$ cat src/rtl/cap_gate_pkg.sv
package cap_gate_pkg;

   localparam int NUM_OPS = 6;
   localparam int OP_W    = 3;
   localparam int PERM_W  = NUM_OPS;
   localparam int SEAL_W  = 32;
   localparam int FC_W    = 3;

   localparam logic [SEAL_W-1:0] FNV_BASIS = 32'h811C9DC5;
   localparam logic [SEAL_W-1:0] FNV_PRIME = 32'h01000193;

   typedef enum logic [3:0] {
      ST_IDLE,
      ST_PERM,
      ST_BOUND,
      ST_VER,
      ST_SEAL,
      ST_GC,
      ST_CREG,
      ST_SHADOW,
      ST_DONE,
      ST_FAULT
   } gate_state_e;

   typedef enum logic [FC_W-1:0] {
      FC_NONE  = 3'd0,
      FC_PERM  = 3'd1,
      FC_BOUND = 3'd2,
      FC_VER   = 3'd3,
      FC_SEAL  = 3'd4
   } fault_code_e;

endpackage

$ cat src/rtl/cap_perm_check.sv
module cap_perm_check #(
   parameter int NUM_OPS = 6,
   parameter int OP_W    = 3
) (
   input  logic [OP_W-1:0]    op_i,
   input  logic [NUM_OPS-1:0] perm_i,
   input  logic               elev_i,
   output logic               ok_o
);

   generate
      if ((2 ** OP_W) < NUM_OPS) begin : g_bad_width
         $error("cap_perm_check: OP_W too narrow for NUM_OPS");
      end
   endgenerate

   // one select line per defined operation; undefined codes select nothing
   logic [NUM_OPS-1:0] need;

   generate
      for (genvar g = 0; g < NUM_OPS; g++) begin : g_need
         assign need[g] = (op_i == OP_W'(g));
      end
   endgenerate

   assign ok_o = elev_i | (|(need & perm_i));

endmodule

$ cat src/rtl/cap_bounds_check.sv
module cap_bounds_check #(
   parameter int ADDR_W = 16,
   parameter int OFF_W  = 16
) (
   input  logic [ADDR_W-1:0] base_i,
   input  logic [ADDR_W-1:0] limit_i,
   input  logic [OFF_W-1:0]  off_i,
   output logic              ok_o
);

   generate
      if (OFF_W > ADDR_W) begin : g_bad_off
         $error("cap_bounds_check: OFF_W must not exceed ADDR_W");
      end
   endgenerate

   localparam int SUM_W = ADDR_W + 1;

   logic [SUM_W-1:0] sum;

   assign sum  = {1'b0, base_i} + SUM_W'(off_i);
   assign ok_o = !sum[ADDR_W] && (sum[ADDR_W-1:0] <= limit_i);

endmodule

$ cat src/rtl/cap_seal_hash.sv
module cap_seal_hash
   import cap_gate_pkg::*;
#(
   parameter int NBYTES = 6
) (
   input  logic [NBYTES*8-1:0] msg_i,
   output logic [SEAL_W-1:0]   hash_o
);

   generate
      if (NBYTES < 1) begin : g_bad_len
         $error("cap_seal_hash: NBYTES must be at least 1");
      end
   endgenerate

   logic [SEAL_W-1:0] chain [NBYTES+1];

   assign chain[0] = FNV_BASIS;

   generate
      for (genvar g = 0; g < NBYTES; g++) begin : g_round
         assign chain[g+1] = (chain[g] ^ {24'd0, msg_i[g*8 +: 8]}) * FNV_PRIME;
      end
   endgenerate

   assign hash_o = chain[NBYTES];

endmodule

$ cat src/rtl/cap_read_gate.sv
module cap_read_gate
   import cap_gate_pkg::*;
#(
   parameter int ADDR_W = 16,
   parameter int OFF_W  = 16,
   parameter int VER_W  = 8,
   parameter int SLOT_W = 8,
   parameter int CR_W   = 4,
   parameter int TID_W  = 3
) (
   input  logic              clk,
   input  logic              rst_n,
   input  logic              req_valid_i,
   output logic              req_ready_o,
   input  logic [OP_W-1:0]   req_op_i,
   input  logic              req_elev_i,
   input  logic [PERM_W-1:0] req_perm_i,
   input  logic [ADDR_W-1:0] req_base_i,
   input  logic [ADDR_W-1:0] req_limit_i,
   input  logic [VER_W-1:0]  req_ver_i,
   input  logic [SEAL_W-1:0] req_seal_i,
   input  logic              req_gmark_i,
   input  logic [OFF_W-1:0]  req_off_i,
   input  logic [VER_W-1:0]  req_objver_i,
   input  logic [SLOT_W-1:0] req_slot_i,
   input  logic [CR_W-1:0]   req_creg_i,
   input  logic [TID_W-1:0]  req_tid_i,
   output logic              gc_clr_o,
   output logic [SLOT_W-1:0] gc_slot_o,
   output logic              creg_we_o,
   output logic [CR_W-1:0]   creg_idx_o,
   output logic              shadow_we_o,
   output logic [TID_W-1:0]  shadow_tid_o,
   output logic [PERM_W-1:0] cap_perm_o,
   output logic [ADDR_W-1:0] cap_base_o,
   output logic [ADDR_W-1:0] cap_limit_o,
   output logic [VER_W-1:0]  cap_ver_o,
   output logic [SEAL_W-1:0] cap_seal_o,
   output logic              cap_gmark_o,
   output logic              done_o,
   output logic              fault_o,
   output logic [FC_W-1:0]   fault_code_o
);

   generate
      if ((ADDR_W % 8) != 0 || (VER_W % 8) != 0) begin : g_bad_align
         $error("cap_read_gate: ADDR_W and VER_W must be byte multiples");
      end
      if (PERM_W > 8) begin : g_bad_perm
         $error("cap_read_gate: permission mask must fit one byte");
      end
   endgenerate

   localparam int HASH_BYTES = 1 + 2 * (ADDR_W / 8) + (VER_W / 8);

   gate_state_e       state_q;
   fault_code_e       code_q;
   logic [OP_W-1:0]   op_q;
   logic              elev_q;
   logic [PERM_W-1:0] perm_q;
   logic [ADDR_W-1:0] base_q;
   logic [ADDR_W-1:0] limit_q;
   logic [VER_W-1:0]  ver_q;
   logic [SEAL_W-1:0] seal_q;
   logic              gmark_q;
   logic [OFF_W-1:0]  off_q;
   logic [VER_W-1:0]  objver_q;
   logic [SLOT_W-1:0] slot_q;
   logic [CR_W-1:0]   creg_q;
   logic [TID_W-1:0]  tid_q;

   logic                    perm_ok;
   logic                    bound_ok;
   logic                    ver_ok;
   logic                    seal_ok;
   logic [HASH_BYTES*8-1:0] hash_msg;
   logic [SEAL_W-1:0]       hash_val;

   cap_perm_check #(
      .NUM_OPS (NUM_OPS),
      .OP_W    (OP_W)
   ) perm_i (
      .op_i   (op_q),
      .perm_i (perm_q),
      .elev_i (elev_q),
      .ok_o   (perm_ok)
   );

   cap_bounds_check #(
      .ADDR_W (ADDR_W),
      .OFF_W  (OFF_W)
   ) bound_i (
      .base_i  (base_q),
      .limit_i (limit_q),
      .off_i   (off_q),
      .ok_o    (bound_ok)
   );

   // byte 0 is the mask, then base, limit and version, low byte first
   assign hash_msg = {ver_q, limit_q, base_q, 8'(perm_q)};

   cap_seal_hash #(
      .NBYTES (HASH_BYTES)
   ) hash_i (
      .msg_i  (hash_msg),
      .hash_o (hash_val)
   );

   assign ver_ok  = (ver_q == objver_q);
   assign seal_ok = (hash_val == seal_q);

   always_ff @(posedge clk or negedge rst_n) begin
      if (!rst_n) begin
         state_q  <= ST_IDLE;
         code_q   <= FC_NONE;
         op_q     <= '0;
         elev_q   <= 1'b0;
         perm_q   <= '0;
         base_q   <= '0;
         limit_q  <= '0;
         ver_q    <= '0;
         seal_q   <= '0;
         gmark_q  <= 1'b0;
         off_q    <= '0;
         objver_q <= '0;
         slot_q   <= '0;
         creg_q   <= '0;
         tid_q    <= '0;
      end else begin
         case (state_q)
            ST_IDLE: begin
               if (req_valid_i) begin
                  op_q     <= req_op_i;
                  elev_q   <= req_elev_i;
                  perm_q   <= req_perm_i;
                  base_q   <= req_base_i;
                  limit_q  <= req_limit_i;
                  ver_q    <= req_ver_i;
                  seal_q   <= req_seal_i;
                  gmark_q  <= req_gmark_i;
                  off_q    <= req_off_i;
                  objver_q <= req_objver_i;
                  slot_q   <= req_slot_i;
                  creg_q   <= req_creg_i;
                  tid_q    <= req_tid_i;
                  state_q  <= ST_PERM;
               end
            end
            ST_PERM: begin
               if (perm_ok) begin
                  state_q <= ST_BOUND;
               end else begin
                  code_q  <= FC_PERM;
                  state_q <= ST_FAULT;
               end
            end
            ST_BOUND: begin
               if (bound_ok) begin
                  state_q <= ST_VER;
               end else begin
                  code_q  <= FC_BOUND;
                  state_q <= ST_FAULT;
               end
            end
            ST_VER: begin
               if (ver_ok) begin
                  state_q <= ST_SEAL;
               end else begin
                  code_q  <= FC_VER;
                  state_q <= ST_FAULT;
               end
            end
            ST_SEAL: begin
               if (seal_ok) begin
                  state_q <= ST_GC;
               end else begin
                  code_q  <= FC_SEAL;
                  state_q <= ST_FAULT;
               end
            end
            ST_GC: begin
               gmark_q <= 1'b0;
               state_q <= ST_CREG;
            end
            ST_CREG:   state_q <= ST_SHADOW;
            ST_SHADOW: state_q <= ST_DONE;
            ST_DONE:   state_q <= ST_IDLE;
            ST_FAULT: begin
               code_q  <= FC_NONE;
               state_q <= ST_IDLE;
            end
            default: begin
               code_q  <= FC_NONE;
               state_q <= ST_IDLE;
            end
         endcase
      end
   end

   assign req_ready_o  = (state_q == ST_IDLE);
   assign gc_clr_o     = (state_q == ST_GC);
   assign creg_we_o    = (state_q == ST_CREG);
   assign shadow_we_o  = (state_q == ST_SHADOW);
   assign done_o       = (state_q == ST_DONE);
   assign fault_o      = (state_q == ST_FAULT);
   assign fault_code_o = fault_o ? code_q : FC_NONE;

   assign gc_slot_o    = slot_q;
   assign creg_idx_o   = creg_q;
   assign shadow_tid_o = tid_q;
   assign cap_perm_o   = perm_q;
   assign cap_base_o   = base_q;
   assign cap_limit_o  = limit_q;
   assign cap_ver_o    = ver_q;
   assign cap_seal_o   = seal_q;
   assign cap_gmark_o  = gmark_q;

endmodule

$ cat config.mk
export PLATFORM = sky130hd
export DESIGN_NAME = cap_read_gate
export DESIGN_NICKNAME = d
export VERILOG_FILES = /design/src/rtl/cap_gate_pkg.sv /design/src/rtl/cap_perm_check.sv /design/src/rtl/cap_bounds_check.sv /design/src/rtl/cap_seal_hash.sv /design/src/rtl/cap_read_gate.sv
export SDC_FILE = /design/constraint.sdc
export NUM_CORES = 2
export LEC_CHECK = 0
export ABC_AREA = 1
export BUFFER_PORTS_ARGS = -buffer_cell sky130_fd_sc_hd__buf_2
export CORE_UTILIZATION = 40
export CTS_CLUSTER_DIAMETER = 80
export CTS_CLUSTER_SIZE = 8
export DETAILED_ROUTE_END_ITERATION = 12
export GPL_ROUTABILITY_DRIVEN = 0
export SKIP_LAST_GASP = 1
export SLEW_MARGIN = 5
export SYNTH_ARGS = -nofsm -noshare
export SYNTH_HDL_FRONTEND = slang
export SYNTH_SLANG_ARGS = --single-unit
$ cat constraint.sdc
create_clock -name clk -period 28.4 [get_ports clk]
set_input_delay 8.52 -clock clk [delete_from_list [all_inputs] [get_ports clk]]
set_output_delay 8.52 -clock clk [all_outputs]
set_load 0.03 [all_outputs]
Word level (Yosys, flattened, before mapping)
Index checks and enable logic that the tools add are counted.
{ "word_totals": {"regBits": 129, "inputBits": 125, "output_inout_bits": 103, "wordCells": 77} }
{ "op_classes": {"n_addsub": 1, "n_mul": 6, "n_lt_le_gt_ge": 1, "n_eq_ne": 21, "n_mux": 14, "bitwise_logic": 9, "n_reduce_logical": 10} }
{ "op_table": {"columns": ["op", "count"], "rows": [
  ["multiplier 32 x 25 -> 32 bit (second input constant)", 6],
  ["bitwise XOR 32 x 8 -> 32 bit", 5],
  ["equality test 32 bit", 1],
  ["one-hot mux 4 bit (8 select lines)", 1],
  ["2-to-1 mux 4 bit", 5],
  ["adder 16 x 16 -> 17 bit", 1],
  ["equality test 4 x 3 -> 1 bit (second input constant)", 4],
  ["<= comparator 16 bit", 1],
  ["2-to-1 mux 3 bit", 5],
  ["one-hot mux 3 bit (5 select lines)", 1],
  ["NOT 2 -> 14 bit", 1],
  ["inequality test 2 bit (second input constant)", 5],
  ["equality test 4 x 2 -> 1 bit (second input constant)", 2],
  ["equality test 4 bit (second input constant)", 2],
  ["equality test 8 bit", 1],
  ["AND 6 bit", 1],
  ["equality test 3 x 2 -> 1 bit (second input constant)", 2],
  ["equality test 3 bit (second input constant)", 2],
  ["OR reduction 6 bit", 1],
  ["AND reduction 5 bit", 1],
  ["OR reduction 5 bit", 1],
  ["equality test 4 x 1 -> 1 bit (second input constant)", 1],
  ["zero test 4 bit", 1],
  ["AND reduction 2 bit", 2],
  ["9 further kinds", 9]
]} }

Longest topological paths before layout
{ "logic_depth": {"word_depth": 15, "mapped_depth": 124, "ltp_nobuf": 124} }

By module
Synthesis repeated with hierarchy kept, for this count alone.
{ "unflattened": {"cells_unflattened": 4483, "hier_area_um2": 38418.1} }
{ "by_module_without_submodules": {"columns": ["mod", "instances", "cells_each", "area_per_inst_um2", "seq_area_each_um2"], "rows": [
  ["cap_seal_hash", 1, 3773, 31317.5, 0.0],
  ["cap_read_gate", 1, 460, 5715.5, 3228.1],
  ["cap_bounds_check", 1, 225, 1287.5, 0.0],
  ["cap_perm_check", 1, 25, 97.6, 0.0]
]} }

Worst setup path after synthesis
Ideal clock, no wire load.
{ "synth_timing": {"path_type": "register to register", "startpoint": "reg perm_q[3], in the netlist cap_perm_o[3]", "endpoint": "reg code_q[1]", "setup_ns": 0.118, "arrival_ns": 22.157, "required_time_ns": 28.282, "setup_slack_ns": 6.125, "stages_incl_launch_ff": 113, "path_buffers": 0, "period_less_slack_ns": 22.275, "cell_sequence": "dfrtp_1 > inv_1 > ha_1 > inv_1 > ha_1 > inv_1 > ha_1 > inv_1 > ha_1 > inv_1 > ha_1 > inv_1 > ha_1 > inv_1 > fa_1 > inv_1 > ha_1 > inv_1 > (+77 left out) > fa_1 > inv_1 > ha_1 > nand2_1 > o21ai_0 > nand3_1 > nand2_1 > nand3_1 > nand2_1 > nand3_1 > nand2_1 > inv_1 > nand3_1 > nand3_1 > nand4_2 > nand4_2 > nand2_1 > nand2_1"} }
{ "synth_via": {"elab_chain_len": 14, "elab_cells_between_ends": 18, "cone_classes": "6 x mul; 3 x eq/ne; 7 x bitwise; 2 x reduce/logical"} }
{ "synth_rtl": {"columns": ["element", "line_no", "rtl"], "rows": [
  ["start, declared", "cap_read_gate.sv:60", "logic [PERM_W-1:0] perm_q;"],
  ["start signal, assigned", "cap_read_gate.sv:135", "perm_q <= req_perm_i;"],
  ["multiplier 32 x 25 -> 32 bit", "cap_seal_hash.sv:22", "assign chain[g+1] = (chain[g] ^ {24'd0, msg_i[g*8 +: 8]}) * FNV_PRIME;"],
  ["bitwise XOR 32 x 8 -> 32 bit", "cap_seal_hash.sv:22", null],
  ["multiplier 32 x 25 -> 32 bit", "cap_seal_hash.sv:22", null],
  ["bitwise XOR 32 x 8 -> 32 bit", "cap_seal_hash.sv:22", null],
  ["multiplier 32 x 25 -> 32 bit", "cap_seal_hash.sv:22", null],
  ["bitwise XOR 32 x 8 -> 32 bit", "cap_seal_hash.sv:22", null],
  ["multiplier 32 x 25 -> 32 bit", "cap_seal_hash.sv:22", null],
  ["bitwise XOR 32 x 8 -> 32 bit", "cap_seal_hash.sv:22", null],
  ["multiplier 32 x 25 -> 32 bit", "cap_seal_hash.sv:22", null],
  ["bitwise XOR 32 x 8 -> 32 bit", "cap_seal_hash.sv:22", null],
  ["multiplier 32 x 25 -> 32 bit", "cap_seal_hash.sv:22", null],
  ["equality test 32 bit", "cap_read_gate.sv:110", "assign seal_ok = (hash_val == seal_q);"],
  ["inequality test 2 bit (no source line)", null, null],
  ["AND reduction 5 bit (no source line) (*)", null, null],
  ["end signal, assigned", "cap_read_gate.sv:115", "code_q <= FC_NONE;"],
  ["end signal, assigned", "cap_read_gate.sv:153", "code_q <= FC_PERM;"],
  ["end signal, assigned", "cap_read_gate.sv:161", "code_q <= FC_BOUND;"],
  ["end, declared", "cap_read_gate.sv:57", "fault_code_e code_q;"]
]} }
Mark *: on every way between the ends. The rest lies on a longest branch, timed or not.
A chain may end at the register's enable or synchronous reset.

Worst setup path in the final report
Same ends and word-level chain as after synthesis.

==> results.json <==
{
  "via_count": 27700,
  "die_area_sq_mm": 0.0935,
  "period_share": 0.876,
  "path_clk_slew_ns": 0.06,
  "rsz0062_at_grt": "false",
  "finalCriticalPeriod_ns": 24.86,
  "synth_cells": 4294,
  "yosys.area.top_type": "ha_1",
  "path_delay_family": "adder cells",
  "post_drt_via_cell_ratio": 4.81,
  "cts_num_sinks": 129,
  "ys_top_cells_by_count": "inv_1, ha_1, nand2_1",
  "worst-setup-path-type": "reg -> reg",
  "insertion_delay_ns": 0.51,
  "maxCapViolations": 0,
  "wire_per_inst_microns": 16.2,
  "fillers": 9098,
  "cts_hold_buf": 0,
  "setup_viol": 0,
  "critPathBufInv": 31,
  "grt_max_degree": 93,
  "tightest_slew_ns": 1.19,
  "ys_types": 64,
  "cts_tree": "built",
  "htreeDepth": 4,
  "worstSetupPathDepth": 111,
  "numCtsBuffers": 17,
  "hold_depth": 2,
  "die_h_microns": 306,
  "drv_slew": 0,
  "drive_gt1_frac": 0.101,
  "cp.arrival_ns": 25.23,
  "reg2reg_slack_ns": 3.54,
  "yosysTopAreaCellShare": 0.346,
  "fin_setup_tns_ns": 0,
  "core-area_sq_mm": 0.0915,
  "grt_first_pass_wirelength_microns": 153000,
  "grt_pass1_vias": 28800,
  "cpMostUsedCell": "inv_1",
  "r2r_cells": 111,
  "grt-ovfl-total": 0,
  "crit_fanout": 8,
  "synth_warnings": 0,
  "slowest_stage": "fa_1",
  "drt_pass1_iterations": 5,
  "required_ns": 28.76,
  "syn_area_per_cell_sq_um": 8.59,
  "async_flop_share": 1.00,
  "crit_path_start_kind": "register",
  "end_kind": "register",
  "relSlewSlack": 0.203,
  "port_buffers": 227,
  "outcome": "completed",
  "cts_buffer_depth": 2,
  "fmax_mhz": 40.2,
  "final_hold_viol_count": 0,
  "io-pin-count": 228,
  "ys_ff_latch": 129,
  "yosysMostFrequentCell": "inv_1",
  "drc": 0,
  "fin_worst_skew_ns": 0.0431,
  "yosys-top-cells-area": "ha_1, fa_1, inv_1",
  "routed_wl_microns": 93300,
  "synthFlopType": "dfrtp_1",
  "antenna_found_initial": 13,
  "area_delta_synth_final_pct": 9.28,
  "start_util": 0.403,
  "post_cts_buffers": 0,
  "synth_edf_count": 0,
  "postCtsResizedCells": 0,
  "die_w_microns": 306,
  "ant_nets": 0,
  "drt-initial-drc-count": 1162,
  "netlist_area_sq_mm": 0.0369,
  "placementRows": 111,
  "critPathMaxStageDelay_ns": 0.56,
  "grt_use_total": 0.209,
  "nets": 6062,
  "dp_hpwl_microns": 83300,
  "cts_root_buffer": "clkbuf_16",
  "ys_seq_area_frac": 0.0875,
  "hp-class": "reg -> reg"
}
-- logic make-up (layout without fill, tap and decap cells) --
family                     Yosys count  after routing  share of synthesized area
AOI/OAI and AO/OA                  380            380                     0.0595
xor gates and xnor gates           243            243                     0.0587
adders and majority gates         1382           1382                      0.542
buffers and inverters             1250           1517                      0.127
DFF                                129            129                     0.0875
muxes                               90             90                     0.0275
other                                2             21                   0.000204
and+or+nand+nor                    818            818                     0.0974
-- worst paths after layout --
path / startpoint / to
max: cap_perm_o[3] / code_q[1]
max in group asynchronous: rst_n / off_q[6]
min in group asynchronous: rst_n / objver_q[0]
min reg2reg: code_q[0] / code_q[0]
max reg2reg: cap_perm_o[3] / code_q[1]
min: code_q[0] / code_q[0]
-- stage by stage --
stage / utilization / worst slack, ns / hold WS [ns] / cell area, sq um / std cells
floorplan: - / 6.13 / 0.442 / 36900 / 4301
global placement: 0.434 / 3.68 / 0.481 / 39700 / 5722
detailed placement: 0.434 / 3.53 / 0.482 / 39700 / 5722
CTS: 0.440 / 3.48 / 0.495 / 40300 / 5754
global route: 0.440 / 1.76 / 0.499 / 40300 / 5761
finish: 0.441 / 3.54 / 0.487 / 40300 / 5766
-- tightest hold or removal path, delay by kind of cell (launching register included) --
family,cells,cell delay (ns)
flops,1,0.36
simple gates,2,0.10
-- state kept, by name, summed over array words and instances, names as in the netlist, 6 cells and up --
register     cells
off_q           16
cap_perm_o       6
cap_seal_o      32
gc_slot_o        8
objver_q         8
cap_base_o      16
cap_limit_o     16
cap_ver_o        8
-- cells in the final DEF (no fill, tap or decap), types with 12 or more instances in the layout --
master / n
inv_1: 1217
ha_1: 1021
nand2_1: 445
fa_1: 361
buf_2: 226
a21oi_1: 209
xor2_1: 146
nor2_1: 141
dfrtp_1: 129
nand3_1: 107
xnor2_1: 93
mux2_2: 90
o21ai_0: 70
nand4_1: 27
buf_4: 26
nor3_1: 25
nand2_2: 24
o21bai_1: 23
clkbuf_16: 17
inv_2: 15
a21o_1: 14
diode_2: 12
-- metal layers --
metal | up-vias | global-route usage | share of wire
met5 | - | 0 | 0.000075
met4 | 2 | 0.0417 | 0.016
met3 | 66 | 0.0236 | 0.044
met2 | 463 | 0.348 | 0.46
met1 | 13200 | 0.290 | 0.48
li1 | 14000 | - | -
-- cell type report --
class	count	area [sq um]	area share
Timing Repair Buffer	253	1340	0.0332
Inverter	1232	4620	0.115
Clock buffer	18	439	0.0109
Sequential cell	129	3230	0.0801
Antenna cell	12	30.0	0.000745
Multi-Input combinational cell	2922	29000	0.719
Tap cell	1186	1480	0.0368
Clock inverter	14	168	0.00416
Power is not shown: default switching activity piles up to over one toggle a cycle in this logic, so the estimate is an artifact.
